--- config.mk ---
export PLATFORM = sky130hd
export DESIGN_NAME = rst_cause_ctrl
export DESIGN_NICKNAME = d
export VERILOG_FILES = /design/src/rtl/rcc_pkg.sv /design/src/rtl/rcc_sync.sv /design/src/rtl/rcc_seq.sv /design/src/rtl/rcc_status.sv /design/src/rtl/rst_cause_ctrl.sv
export SDC_FILE = /design/constraint.sdc
export NUM_CORES = 1
export LEC_CHECK = 0
export BUFFER_PORTS_ARGS = -buffer_cell sky130_fd_sc_hd__buf_2
export CELL_PAD_IN_SITES_DETAIL_PLACEMENT = 1
export CELL_PAD_IN_SITES_GLOBAL_PLACEMENT = 1
export CORE_UTILIZATION = 47
export DETAILED_ROUTE_END_ITERATION = 10
export PLACE_DENSITY_LB_ADDON = 0.1
export RECOVER_POWER = 25
export SYNTH_ARGS = -nofsm -noshare
export SYNTH_HDL_FRONTEND = slang
export SYNTH_HIERARCHICAL = 1
export SYNTH_SLANG_ARGS = --single-unit
--- constraint.sdc ---
create_clock -name clk_i -period 3.95 [get_ports clk_i]
set_clock_uncertainty 0.15 [all_clocks]
set_input_delay 0.395 -clock clk_i [delete_from_list [all_inputs] [get_ports clk_i]]
set_output_delay 0.395 -clock clk_i [all_outputs]
set_load 0.01 [all_outputs]
--- src/rtl/rcc_pkg.sv ---
package rcc_pkg;

    typedef enum logic [2:0] {
        S_POR_HOLD,
        S_POR_DELAY,
        S_RUN,
        S_MON_HOLD,
        S_PULSE
    } seq_state_e;

    typedef enum logic [2:0] {
        C_NONE,
        C_POR,
        C_MON,
        C_FLASH,
        C_SW
    } cause_e;

    typedef struct packed {
        logic sw;
        logic flash;
        logic mon;
        logic por;
    } cause_flags_t;

    typedef struct packed {
        logic src;
        logic hi;
        logic en;
    } mon_cfg_t;

    localparam mon_cfg_t CFG_AFTER_POR = '{src: 1'b1, hi: 1'b0, en: 1'b1};

endpackage

--- src/rtl/rcc_sync.sv ---
module rcc_sync #(
    parameter int unsigned STAGES  = 2,
    parameter bit          RST_VAL = 1'b1
) (
    input  logic clk_i,
    input  logic rst_i,
    input  logic d_i,
    output logic q_o
);

    logic [STAGES-1:0] chain_d, chain_q;

    always_comb begin
        chain_d[0] = d_i;
        for (int i = 1; i < STAGES; i++) begin
            chain_d[i] = chain_q[i-1];
        end
        if (rst_i) begin
            chain_d = {STAGES{RST_VAL}};
        end
    end

    always_ff @(posedge clk_i) begin
        chain_q <= chain_d;
    end

    assign q_o = chain_q[STAGES-1];

endmodule

--- src/rtl/rcc_seq.sv ---
module rcc_seq
    import rcc_pkg::*;
#(
    parameter int unsigned POR_DELAY = 256,
    parameter int unsigned PULSE_LEN = 8
) (
    input  logic   clk_i,
    input  logic   por_i,
    input  logic   low_i,
    input  logic   trip_i,
    input  logic   flash_err_i,
    input  logic   sw_req_i,
    output logic   rst_n_o,
    output cause_e cause_o
);

    localparam int unsigned LONGEST = (POR_DELAY > PULSE_LEN) ? POR_DELAY : PULSE_LEN;
    localparam int unsigned CNT_W   = $clog2(LONGEST + 1);
    localparam logic [CNT_W-1:0] DELAY_LAST = CNT_W'(POR_DELAY - 1);
    localparam logic [CNT_W-1:0] PULSE_LAST = CNT_W'(PULSE_LEN - 1);

    typedef struct packed {
        seq_state_e       state;
        logic [CNT_W-1:0] cnt;
    } seq_regs_t;

    seq_regs_t r_d, r_q;

    always_comb begin
        r_d     = r_q;
        cause_o = C_NONE;
        if (por_i) begin
            r_d.state = S_POR_HOLD;
            r_d.cnt   = '0;
            cause_o   = C_POR;
        end else begin
            case (r_q.state)
                S_POR_HOLD: begin
                    if (!low_i) begin
                        r_d.state = S_POR_DELAY;
                        r_d.cnt   = '0;
                    end
                end
                S_POR_DELAY: begin
                    if (low_i) begin
                        r_d.state = S_POR_HOLD;
                    end else if (r_q.cnt == DELAY_LAST) begin
                        r_d.state = S_RUN;
                    end else begin
                        r_d.cnt = r_q.cnt + CNT_W'(1);
                    end
                end
                S_RUN: begin
                    r_d.cnt = '0;
                    if (trip_i) begin
                        r_d.state = S_MON_HOLD;
                        cause_o   = C_MON;
                    end else if (flash_err_i) begin
                        r_d.state = S_PULSE;
                        cause_o   = C_FLASH;
                    end else if (sw_req_i) begin
                        r_d.state = S_PULSE;
                        cause_o   = C_SW;
                    end
                end
                S_MON_HOLD: begin
                    if (!low_i) begin
                        r_d.state = S_RUN;
                    end
                end
                S_PULSE: begin
                    if (r_q.cnt == PULSE_LAST) begin
                        r_d.state = S_RUN;
                    end else begin
                        r_d.cnt = r_q.cnt + CNT_W'(1);
                    end
                end
                default: r_d.state = S_POR_HOLD;
            endcase
        end
    end

    always_ff @(posedge clk_i) begin
        r_q <= r_d;
    end

    assign rst_n_o = (r_q.state == S_RUN);

    // a low supply while holding after power-on keeps reset asserted
    assert_hold_on_low_R1: assert property (@(posedge clk_i) disable iff (por_i)
        (r_q.state == S_POR_HOLD && low_i) |=> !rst_n_o);

    // the pulse counter never runs past the pulse length
    assert_pulse_bound_R5: assert property (@(posedge clk_i) disable iff (por_i)
        (r_q.state == S_PULSE) |-> (r_q.cnt <= PULSE_LAST));

    // a low supply during the delay keeps reset low next cycle
    assert_delay_abort_R10: assert property (@(posedge clk_i) disable iff (por_i)
        (r_q.state == S_POR_DELAY && low_i) |=> (!rst_n_o && r_q.cnt != DELAY_LAST + CNT_W'(1)));

endmodule

--- src/rtl/rcc_status.sv ---
module rcc_status
    import rcc_pkg::*;
(
    input  logic         clk_i,
    input  logic         por_i,
    input  logic         run_i,
    input  cause_e       cause_i,
    input  logic         cfg_we_i,
    input  mon_cfg_t     cfg_wdata_i,
    output cause_flags_t flags_o,
    output mon_cfg_t     cfg_o
);

    typedef struct packed {
        cause_flags_t flags;
        mon_cfg_t     cfg;
    } status_regs_t;

    status_regs_t r_d, r_q;

    always_comb begin
        r_d = r_q;
        if (cause_i != C_NONE) begin
            r_d.flags = '0;
            case (cause_i)
                C_POR:   r_d.flags.por   = 1'b1;
                C_MON:   r_d.flags.mon   = 1'b1;
                C_FLASH: r_d.flags.flash = 1'b1;
                C_SW:    r_d.flags.sw    = 1'b1;
                default: r_d.flags       = r_q.flags;
            endcase
        end
        if (por_i) begin
            r_d.cfg = CFG_AFTER_POR;
        end else if (cfg_we_i && run_i) begin
            r_d.cfg = cfg_wdata_i;
        end
    end

    always_ff @(posedge clk_i) begin
        r_q <= r_d;
    end

    assign flags_o = r_q.flags;
    assign cfg_o   = r_q.cfg;

    // configuration frozen while the processor is held in reset
    assert_cfg_frozen_R9: assert property (@(posedge clk_i) disable iff (por_i)
        !run_i |=> $stable(r_q.cfg));

    // a non-power-on reset leaves the configuration alone
    assert_cfg_kept_R7: assert property (@(posedge clk_i) disable iff (por_i)
        (cause_i != C_NONE && !cfg_we_i) |=> $stable(r_q.cfg));

    // exactly one cause is recorded at any time after power-on
    assert_one_cause_R8: assert property (@(posedge clk_i) disable iff (por_i)
        $onehot(r_q.flags));

endmodule

--- src/rtl/rst_cause_ctrl.sv ---
module rst_cause_ctrl
    import rcc_pkg::*;
#(
    parameter int unsigned POR_DELAY   = 256,
    parameter int unsigned PULSE_LEN   = 8,
    parameter int unsigned SYNC_STAGES = 2
) (
    input  logic clk_i,
    input  logic por_i,
    input  logic vdd_low_i,
    input  logic sw_rst_i,
    input  logic flash_wr_i,
    input  logic cfg_we_i,
    input  logic cfg_en_i,
    input  logic cfg_hi_i,
    input  logic cfg_src_i,
    output logic rst_n_o,
    output logic flag_por_o,
    output logic flag_mon_o,
    output logic flag_flash_o,
    output logic flag_sw_o,
    output logic mon_en_o,
    output logic mon_hi_o,
    output logic mon_src_o
);

    logic         vdd_low_s;
    logic         mon_trip;
    logic         flash_ok;
    logic         flash_err;
    cause_e       cause;
    cause_flags_t flags;
    mon_cfg_t     cfg;
    mon_cfg_t     cfg_wdata;

    rcc_sync #(
        .STAGES  (SYNC_STAGES),
        .RST_VAL (1'b1)
    ) u_sync (
        .clk_i (clk_i),
        .rst_i (por_i),
        .d_i   (vdd_low_i),
        .q_o   (vdd_low_s)
    );

    assign mon_trip  = cfg.en & cfg.src & vdd_low_s;
    assign flash_ok  = cfg.en & cfg.hi & cfg.src;
    assign flash_err = flash_wr_i & ~flash_ok;
    assign cfg_wdata = '{src: cfg_src_i, hi: cfg_hi_i, en: cfg_en_i};

    rcc_seq #(
        .POR_DELAY (POR_DELAY),
        .PULSE_LEN (PULSE_LEN)
    ) u_seq (
        .clk_i       (clk_i),
        .por_i       (por_i),
        .low_i       (vdd_low_s),
        .trip_i      (mon_trip),
        .flash_err_i (flash_err),
        .sw_req_i    (sw_rst_i),
        .rst_n_o     (rst_n_o),
        .cause_o     (cause)
    );

    rcc_status u_status (
        .clk_i       (clk_i),
        .por_i       (por_i),
        .run_i       (rst_n_o),
        .cause_i     (cause),
        .cfg_we_i    (cfg_we_i),
        .cfg_wdata_i (cfg_wdata),
        .flags_o     (flags),
        .cfg_o       (cfg)
    );

    assign flag_por_o   = flags.por;
    assign flag_mon_o   = flags.mon;
    assign flag_flash_o = flags.flash;
    assign flag_sw_o    = flags.sw;
    assign mon_en_o     = cfg.en;
    assign mon_hi_o     = cfg.hi;
    assign mon_src_o    = cfg.src;

    // an armed monitor seeing a low supply drops reset next cycle
    assert_mon_trip_R3: assert property (@(posedge clk_i) disable iff (por_i)
        (rst_n_o && mon_en_o && mon_src_o && vdd_low_s) |=> !rst_n_o);

    // a monitor reset persists while the supply stays low
    assert_mon_hold_R3: assert property (@(posedge clk_i) disable iff (por_i)
        (!rst_n_o && flag_mon_o && vdd_low_s) |=> !rst_n_o);

    // an unguarded flash strobe causes a reset
    assert_flash_gate_R6: assert property (@(posedge clk_i) disable iff (por_i)
        (rst_n_o && flash_wr_i && !(mon_en_o && mon_hi_o && mon_src_o)) |=> !rst_n_o);

    // a guarded flash strobe alone leaves the processor running
    assert_flash_pass_R6: assert property (@(posedge clk_i) disable iff (por_i)
        (rst_n_o && flash_wr_i && mon_en_o && mon_hi_o && mon_src_o
         && !sw_rst_i && !vdd_low_s) |=> rst_n_o);

endmodule

Word level (Yosys, flattened, before mapping)

Index checks and enable logic that the tools add are counted.

Flip-flop bits (word level): 21
Output and inout port bits: 8
Logic and storage cells: 75

$add $sub $neg: 1
Eq/ne operators: 18
Muxes and demuxes: 22
Bitwise logic cells: 6
Reductions and logical operators: 18

Operators with widths:

| kind                  | count |
|---|---|
| $mux W3               | 12 |
| $pmux W9 S4           | 1 |
| $mux W9               | 3 |
| $pmux W3 S5           | 1 |
| $eq A3 B2 Y1 const B  | 4 |
| $mux W12              | 1 |
| $reduce_or A3 Y1      | 4 |
| $ne A2 B2 Y1 const B  | 5 |
| $reduce_and A5 Y1     | 2 |
| $add A9 B1 Y9 const B | 1 |
| $eq A9 B3 Y1 const B  | 1 |
| $eq A9 B8 Y1 const B  | 1 |
| $pmux W1 S2           | 4 |
| $reduce_and A2 Y1     | 4 |
| $reduce_bool A2 Y1    | 4 |
| $eq A3 B1 Y1 const B  | 2 |
| $eq A3 B3 Y1 const B  | 2 |
| $and A1 B1 Y1         | 5 |
| $ne A4 B4 Y1 const B  | 1 |
| $reduce_bool A4 Y1    | 1 |
| $logic_not A3 Y1      | 1 |
| $ne A3 B2 Y1 const B  | 1 |
| $reduce_bool A3 Y1    | 1 |
| $ne A2 B1 Y1 const B  | 1 |
| 2 further kinds       | 2 |

Logic depth before layout (Yosys ltp)

Gate-level depths: netlist (run 1).

Depth after elaboration: 12
Depth in mapped cells: 9
Gate-level depth less buffers: 9

By module

The synthesis (run 1) kept the hierarchy.

By module, submodules not included:

| module         | instances | cells an instance | area each (um2) |
|---|---|---|---|
| rcc_seq        | 1         | 105               | 913.4 |
| rcc_status     | 1         | 27                | 334.1 |
| rcc_sync       | 1         | 4                 | 52.6 |
| rst_cause_ctrl | 1         | 3                 | 16.3 |

Worst setup path after synthesis (run 1)

OpenSTA, ideal clock, no wires.

Path kind: register to register
Start point: register u_seq/r_q[0] (netlist name)
End point: register u_seq/r_q[7] (netlist name)
Setup time: 0.086 ns
Data arrival time: 2.397 ns
Data required time: 3.714 ns
Setup slack: 1.316 ns
Cell stages (with the launch flop): 10
Path buffers: 0
Cells stage by stage: dfxtp_1 ha_1 and3_1 and3_2 and3_1 ha_1 or4b_1 nor2_2 o21ai_1 a221oi_2

Cells in the longest elaborated chain, start to end: 4
Elaborated cells on any way between the ends: 10
Those cells by class: add/sub (1); eq/ne (4); mux (4); reduce/logical (1)

RTL lines:

| item                   | RTL line                     | text |
|---|---|---|
| start, declared        | rcc_seq.sv:27                | `seq_regs_t r_d, r_q;` |
| start signal, assigned | rcc_seq.sv:84                | `r_q <= r_d;` |
| $add A9 B1 Y9          | rcc_seq.sv:50, rcc_seq.sv:75 |  |
| $mux W9                | rcc_seq.sv:47                | `end else if (r_q.cnt == DELAY_LAST) begin` |
| $mux W9                | rcc_seq.sv:45                | `if (low_i) begin` |
| $pmux W9 S4            | rcc_seq.sv:37                | `case (r_q.state)` |

Several ways; a longest one is shown, not always the timed one. The select of a mux whose other input is x is not followed.
A chain may end at the register's enable or synchronous reset.

Worst setup path in the final report (run 1)

Same ends and word-level chain as after synthesis.

==> impl_metrics.json, run 1 <==
{
  "detail_route.first_pass.iterations": 4,
  "ant_nets": 0,
  "rows": 18,
  "async_flop_share": 0,
  "vdd_drop_max_mv": 0.2933,
  "grt_overflow_total": 0,
  "place_ws_ps": 1112,
  "hold_violations": 0,
  "clockBufferDepth": 2,
  "antenna_found_initial": 0,
  "grt_pass1_vias": 1085,
  "setup_viol": 0,
  "path_class": "reg2reg",
  "n_fill_cell": 312,
  "ioPinCount": 17,
  "leakage_nw": 0.4932,
  "clkSlewWorstSetupHoldPaths_ps": 130,
  "clk_latency_ps": 320,
  "synth.yosys.seq_area_share": 0.3498,
  "final_nets": 166,
  "worst_pin_slew_ps": 903.9,
  "max_stage_delay_ps": 550,
  "cp_cell_sequence": "ha_1 -> and3_1 -> and3_2 -> and3_1 -> ha_1 -> or4b_1 -> nor2_2 -> o21ai_1 -> a221oi_2",
  "post-route-period-util": 0.7302,
  "via_per_inst": 6.054,
  "drive_above_1_share": 0.1883,
  "slew_headroom": 0.3911,
  "cts_root_buffer": "clkbuf_4",
  "synth_nets": 150,
  "reg2regPathDepth": 9,
  "syn_inst": 139,
  "cp_max_fo": 7,
  "synth_seq_cells": 21,
  "die_x_um": 54.92,
  "ys_dominant_reg_cell": "dfxtp_1",
  "hold_path_class": "in2reg",
  "end_kind": "flop",
  "drc": 0,
  "grt_pass1_wl_um": 4843,
  "yosysTopAreaCell": "dfxtp_1",
  "final_cell_mix": "dfxtp_1 (17), nand3_1 (10), a21oi_1 (10)",
  "vias": 1114,
  "hold_depth": 2,
  "netlist.area_leader.share": 0.2586,
  "area.growth.synth_to_final_pct": 6.464,
  "wirelength_um": 3014,
  "cts_hold_buffers": 0,
  "start_util": 0.5127,
  "grt_usage": 0.2279,
  "drt_iter0_markers": 5,
  "gp_congestion": 0.7801,
  "synth_edf_count": 4,
  "ys_warn_count": 6,
  "cap_viol_max_count": 0,
  "io_buffers": 16,
  "postCtsSetupBuffers": 0,
  "cts_tree": "yes",
  "cts_resized": 0,
  "grt_start_max_net_pins": 18,
  "syn_area_per_cell_sq_um": 9.470,
  "numCtsBuffers": 3,
  "die_h_um": 54.92,
  "cts.htree.levels": 1,
  "fin_tns_setup_ps": 0,
  "antenna_cells": 0,
  "syn-cell-area_sq_mm": 0.001316,
  "final_common_cell": "dfxtp_1",
  "cp_slowest_cell": "or4b_1",
  "ys_types": 53,
  "fin_crit_ps": 2884,
  "cellPowerDensity_mw_per_mm2": 468.6,
  "cp-start-kind": "flop",
  "rsz0062_at_grt": "no",
  "status": "finished clean",
  "max_freq_mhz": 346.7,
  "core_sq_mm": 0.002567,
  "arrival_ps": 2970,
  "wl_per_cell_um": 16.38,
  "dp_hpwl_um": 2212,
  "drv_slew": 0,
  "timing.final.ws_setup_ps": 1066,
  "clock_sinks": 21,
  "die_area_sq_mm": 0.003016,
  "reg2reg_slack_ps": 1070,
  "ys_top_cells_by_area": "dfxtp_1 (26%), edfxtp_1 (9.1%), xnor2_1 (4.0%)",
  "required_ps": 4040
}
## worst max-delay path: cells and delay by family (launching register included)
| kind | cells | cell delay [ps] |
|---|---|---|
| flip-flops | 1 | 360 |
| adder cells (fa/ha/maj) | 2 | 440 |
| AND/OR/NAND/NOR | 5 | 1470 |
| AO/OA/AOI/OAI | 2 | 390 |
## registers in the layout, indices dropped and copies added (netlist names)
name / cells
u_seq/r_q: 12
u_sync/chain_q: 2
u_status/flags_o: 4
u_status/cfg_o: 3
## report_power, final
group | switching, mW | internal (mW)
clock network | 0.0733 | 0.0379
registers | 0.0468 | 0.244
logic | 0.152 | 0.103
total | 0.272 | 0.385
## area by class of cell
| type | instances | area, sq um | area share |
|---|---|---|---|
| Clock inverter | 1 | 5.005 | 0.003571 |
| Inverter | 7 | 26.28 | 0.01875 |
| Clock buffer | 3 | 22.52 | 0.01607 |
| Sequential cell | 21 | 460.4 | 0.3286 |
| Tap cell | 30 | 37.54 | 0.02679 |
| Timing Repair Buffer | 17 | 78.83 | 0.05625 |
| Multi-Input combinational cell | 105 | 770.7 | 0.5500 |
## layer usage
layer | vias up | part of all wire | global-route usage
met4 | 0 | 0.0046 | 0.08750
li1 | 546 | - | -
met1 | 547 | 0.44 | 0.2761
met3 | 2 | 0.026 | 0.02459
met2 | 19 | 0.53 | 0.4096
met5 | - | 0 | 0
## worst paths after layout
check               startpoint                 to
max               u_seq/r_q[0]       u_seq/r_q[7]
min                  vdd_low_i  u_sync/chain_q[0]
max reg2reg       u_seq/r_q[0]       u_seq/r_q[7]
min reg2reg  u_sync/chain_q[0]  u_sync/chain_q[1]
## stage by stage
stage            util  power (mW)  area [sq um]  instances  hold slack, ps
2_1_floorplan       -      0.5128          1316        139           233.2
3_3_place_gp   0.5385      0.5385          1383        180           237.3
3_5_place_dp   0.5385      0.5503          1383        180           246.0
4_1_cts        0.5492      0.6655          1410        184           88.68
5_1_grt        0.5458      0.6938          1401        184           88.48
6_report       0.5458      0.6567          1401        184           100.0
## cells in the mapped netlist, types with 2 or more instances
cell and number:
a211o_1 2, a21oi_1 10, a31oi_1 6, and2_1 2, and3_1 5, buf_4 2
buf_6 3, dfxtp_1 17, edfxtp_1 4, ha_1 2, inv_1 7, mux2i_1 2
nand2_1 6, nand2b_1 2, nand3_1 10, nand3b_1 2, nor2_1 3, nor2b_1 2
nor3_1 3, nor4b_1 2, o211ai_1 2, o21ai_0 3, o21ai_1 6, or2_1 2
xnor2_1 6
## kinds of logic after synthesis
group,after synthesis,synth area share
AO/OA/AOI/OAI,41,0.2300
XOR/XNOR,7,0.04658
adder cells (fa/ha/maj),2,0.01901
buffers and inverters,13,0.06464
flip-flops,21,0.3498
multiplexers,2,0.01521
AND/OR/NAND/NOR,53,0.2747
Power figures use the tool's default switching activity.
==> inputs of run 2 (changes only) <==
- CORE_UTILIZATION: 47 -> 43
- clock period: 3.95 -> 3 ns (I/O delays scaled with it)
==> impl_metrics.json, run 2 (synthesis gave the netlist of run 1 again) <==
{
  "status": "finished clean",
  "worstHoldStart": "cfg_hi_i",
  "largest_reg_flops": 12,
  "cp_num_buf_inv": 1,
  "clkSlewWorstSetupHoldPaths_ps": 130,
  "drive_above_1_share": 0.2138,
  "final_nets": 171,
  "max_stage_delay_ps": 550,
  "r2r_start": "u_seq/r_q[0]",
  "area.growth.synth_to_final_pct": 9.695,
  "antenna_cells": 0,
  "dp.cells": 185,
  "cts_hold_buffers": 1,
  "hold_path_class": "in2reg",
  "cts_resized": 0,
  "clock_sinks": 21,
  "cap_viol_max_count": 0,
  "grt_overflow_total": 0,
  "place_ws_ps": 291.3,
  "clockBufferDepth": 2,
  "cellPowerDensity_mw_per_mm2": 611.5,
  "cp_slowest_cell": "or4b_1",
  "via_per_inst": 5.832,
  "worst_pin_slew_ps": 425.3,
  "wirelength_um": 2996,
  "cts.htree.levels": 1,
  "total_power_uw": 882.9,
  "hold_violations": 0,
  "n_fill_cell": 340,
  "fin_tns_setup_ps": 0,
  "numCtsBuffers": 3,
  "die_area_sq_mm": 0.003286,
  "reg2reg_slack_ps": 260,
  "cts_root_buffer": "clkbuf_4",
  "vdd_drop_max_mv": 0.2548,
  "arrival_ps": 2840,
  "clk_latency_ps": 320,
  "slew_headroom": 0.7125,
  "grt_use_met1": 0.2450,
  "crit_family": "simple AND/OR/NAND/NOR gates",
  "timing.final.ws_setup_ps": 259.0,
  "leakage_nw": 0.5200,
  "end_kind": "flop",
  "io_buffers": 16,
  "path_class": "reg2reg",
  "grt_start_max_net_pins": 18,
  "start_util": 0.4653,
  "antenna_found_initial": 0,
  "grt_pass1_wl_um": 4919,
  "met2_usage": 0.3361,
  "dp_hpwl_um": 2197,
  "wl_per_cell_um": 15.77,
  "drt_iter0_markers": 36,
  "drc": 0,
  "max_freq_mhz": 364.8,
  "grtUsageMet3": 0.03401,
  "vias": 1108,
  "cp_cell_sequence": "ha_1 -> and3_1 -> and3_2 -> and3_1 -> ha_1 -> or4b_1 -> nor2_2 -> buf_4 -> o211ai_2 -> a31oi_1",
  "core_sq_mm": 0.002829,
  "final_cell_mix": "dfxtp_1 (17), buf_2 (10), nand3_1 (10), a21oi_1 (10), inv_1 (7)",
  "reg2regPathDepth": 10,
  "ioPinCount": 17,
  "cp_max_fo": 6,
  "gp_congestion": 0.8140,
  "grt_usage": 0.2016,
  "top_usage_layer": "met2",
  "cp-start-kind": "flop",
  "hold_depth": 3,
  "die_x_um": 57.33,
  "post-route-period-util": 0.9137,
  "final_common_cell": "dfxtp_1",
  "grt_pass1_vias": 1083,
  "required_ps": 3100,
  "postCtsSetupBuffers": 0,
  "die_h_um": 57.33,
  "detail_route.first_pass.iterations": 4,
  "setup_viol": 0,
  "drv_slew": 0,
  "hold_end": "u_status/cfg_o[1]",
  "fin_crit_ps": 2741,
  "cts_tree": "yes",
  "ant_nets": 0,
  "rows": 19,
  "timing.rr.end": "u_seq/r_q[6]",
  "regMostFlops": "u_seq/r_q",
  "fin_cells": 190,
  "rsz0062_at_grt": "no"
}
==> run 2: changes by cell type in the layout (fill, tap and decap cells not counted), sizes merged <==
cell,delta
dlygate4sd3,+1
buf,+5
clkbuf,-1
==> run 2: per-layer routing <==
layer	vias to the layer above	share of wire
li1	560	-
met1	523	0.44
met2	21	0.50
met3	4	0.038
met4	0	0.020
met5	-	0
==> run 2: worst max-delay path by stage <==
stage | startpoint | endpoint | depth (start not counted)
4_1_cts | u_seq/r_q[0] | u_seq/r_q[6] | 10
6_report | u_seq/r_q[0] | u_seq/r_q[6] | 10
3_5_place_dp | u_seq/r_q[0] | u_seq/r_q[6] | 10
2_1_floorplan | u_seq/r_q[0] | u_seq/r_q[7] | 9
5_1_grt | u_seq/r_q[0] | u_seq/r_q[6] | 10
3_3_place_gp | u_seq/r_q[0] | u_seq/r_q[6] | 10
==> run 2: metrics by stage <==
step / utilization / cell area [sq um] / hold slack (ps)
detailed placement: 0.4998 / 1414 / 240.6
global route: 0.5104 / 1444 / 62.94
floorplan: - / 1316 / 219.1
CTS: 0.5130 / 1451 / 51.49
finish: 0.5104 / 1444 / 61.11
global placement: 0.4998 / 1414 / 238.4
==> run 2: cell type report <==
cell class / instances / area [sq um] / share of cell area
multi-input cells: 105 / 770.7 / 0.5338
flip-flops and latches: 21 / 460.4 / 0.3189
repair buffers: 22 / 120.1 / 0.08319
well taps: 31 / 38.79 / 0.02686
inverters: 7 / 26.28 / 0.01820
clock buffers: 3 / 22.52 / 0.01560
clock inverters: 1 / 5.005 / 0.003466
==> run 2: report_power, final <==
part	total, mW	switching [mW]	internal [mW]
sequential	0.371	0.0504	0.321
combinational	0.363	0.213	0.149
clock	0.149	0.0984	0.0501
total	0.883	0.362	0.521
==> run 2: worst min-delay path, cell delays in order <==
cell and delay (ps):
buf_2 90, nand3_1 50, a21oi_1 50
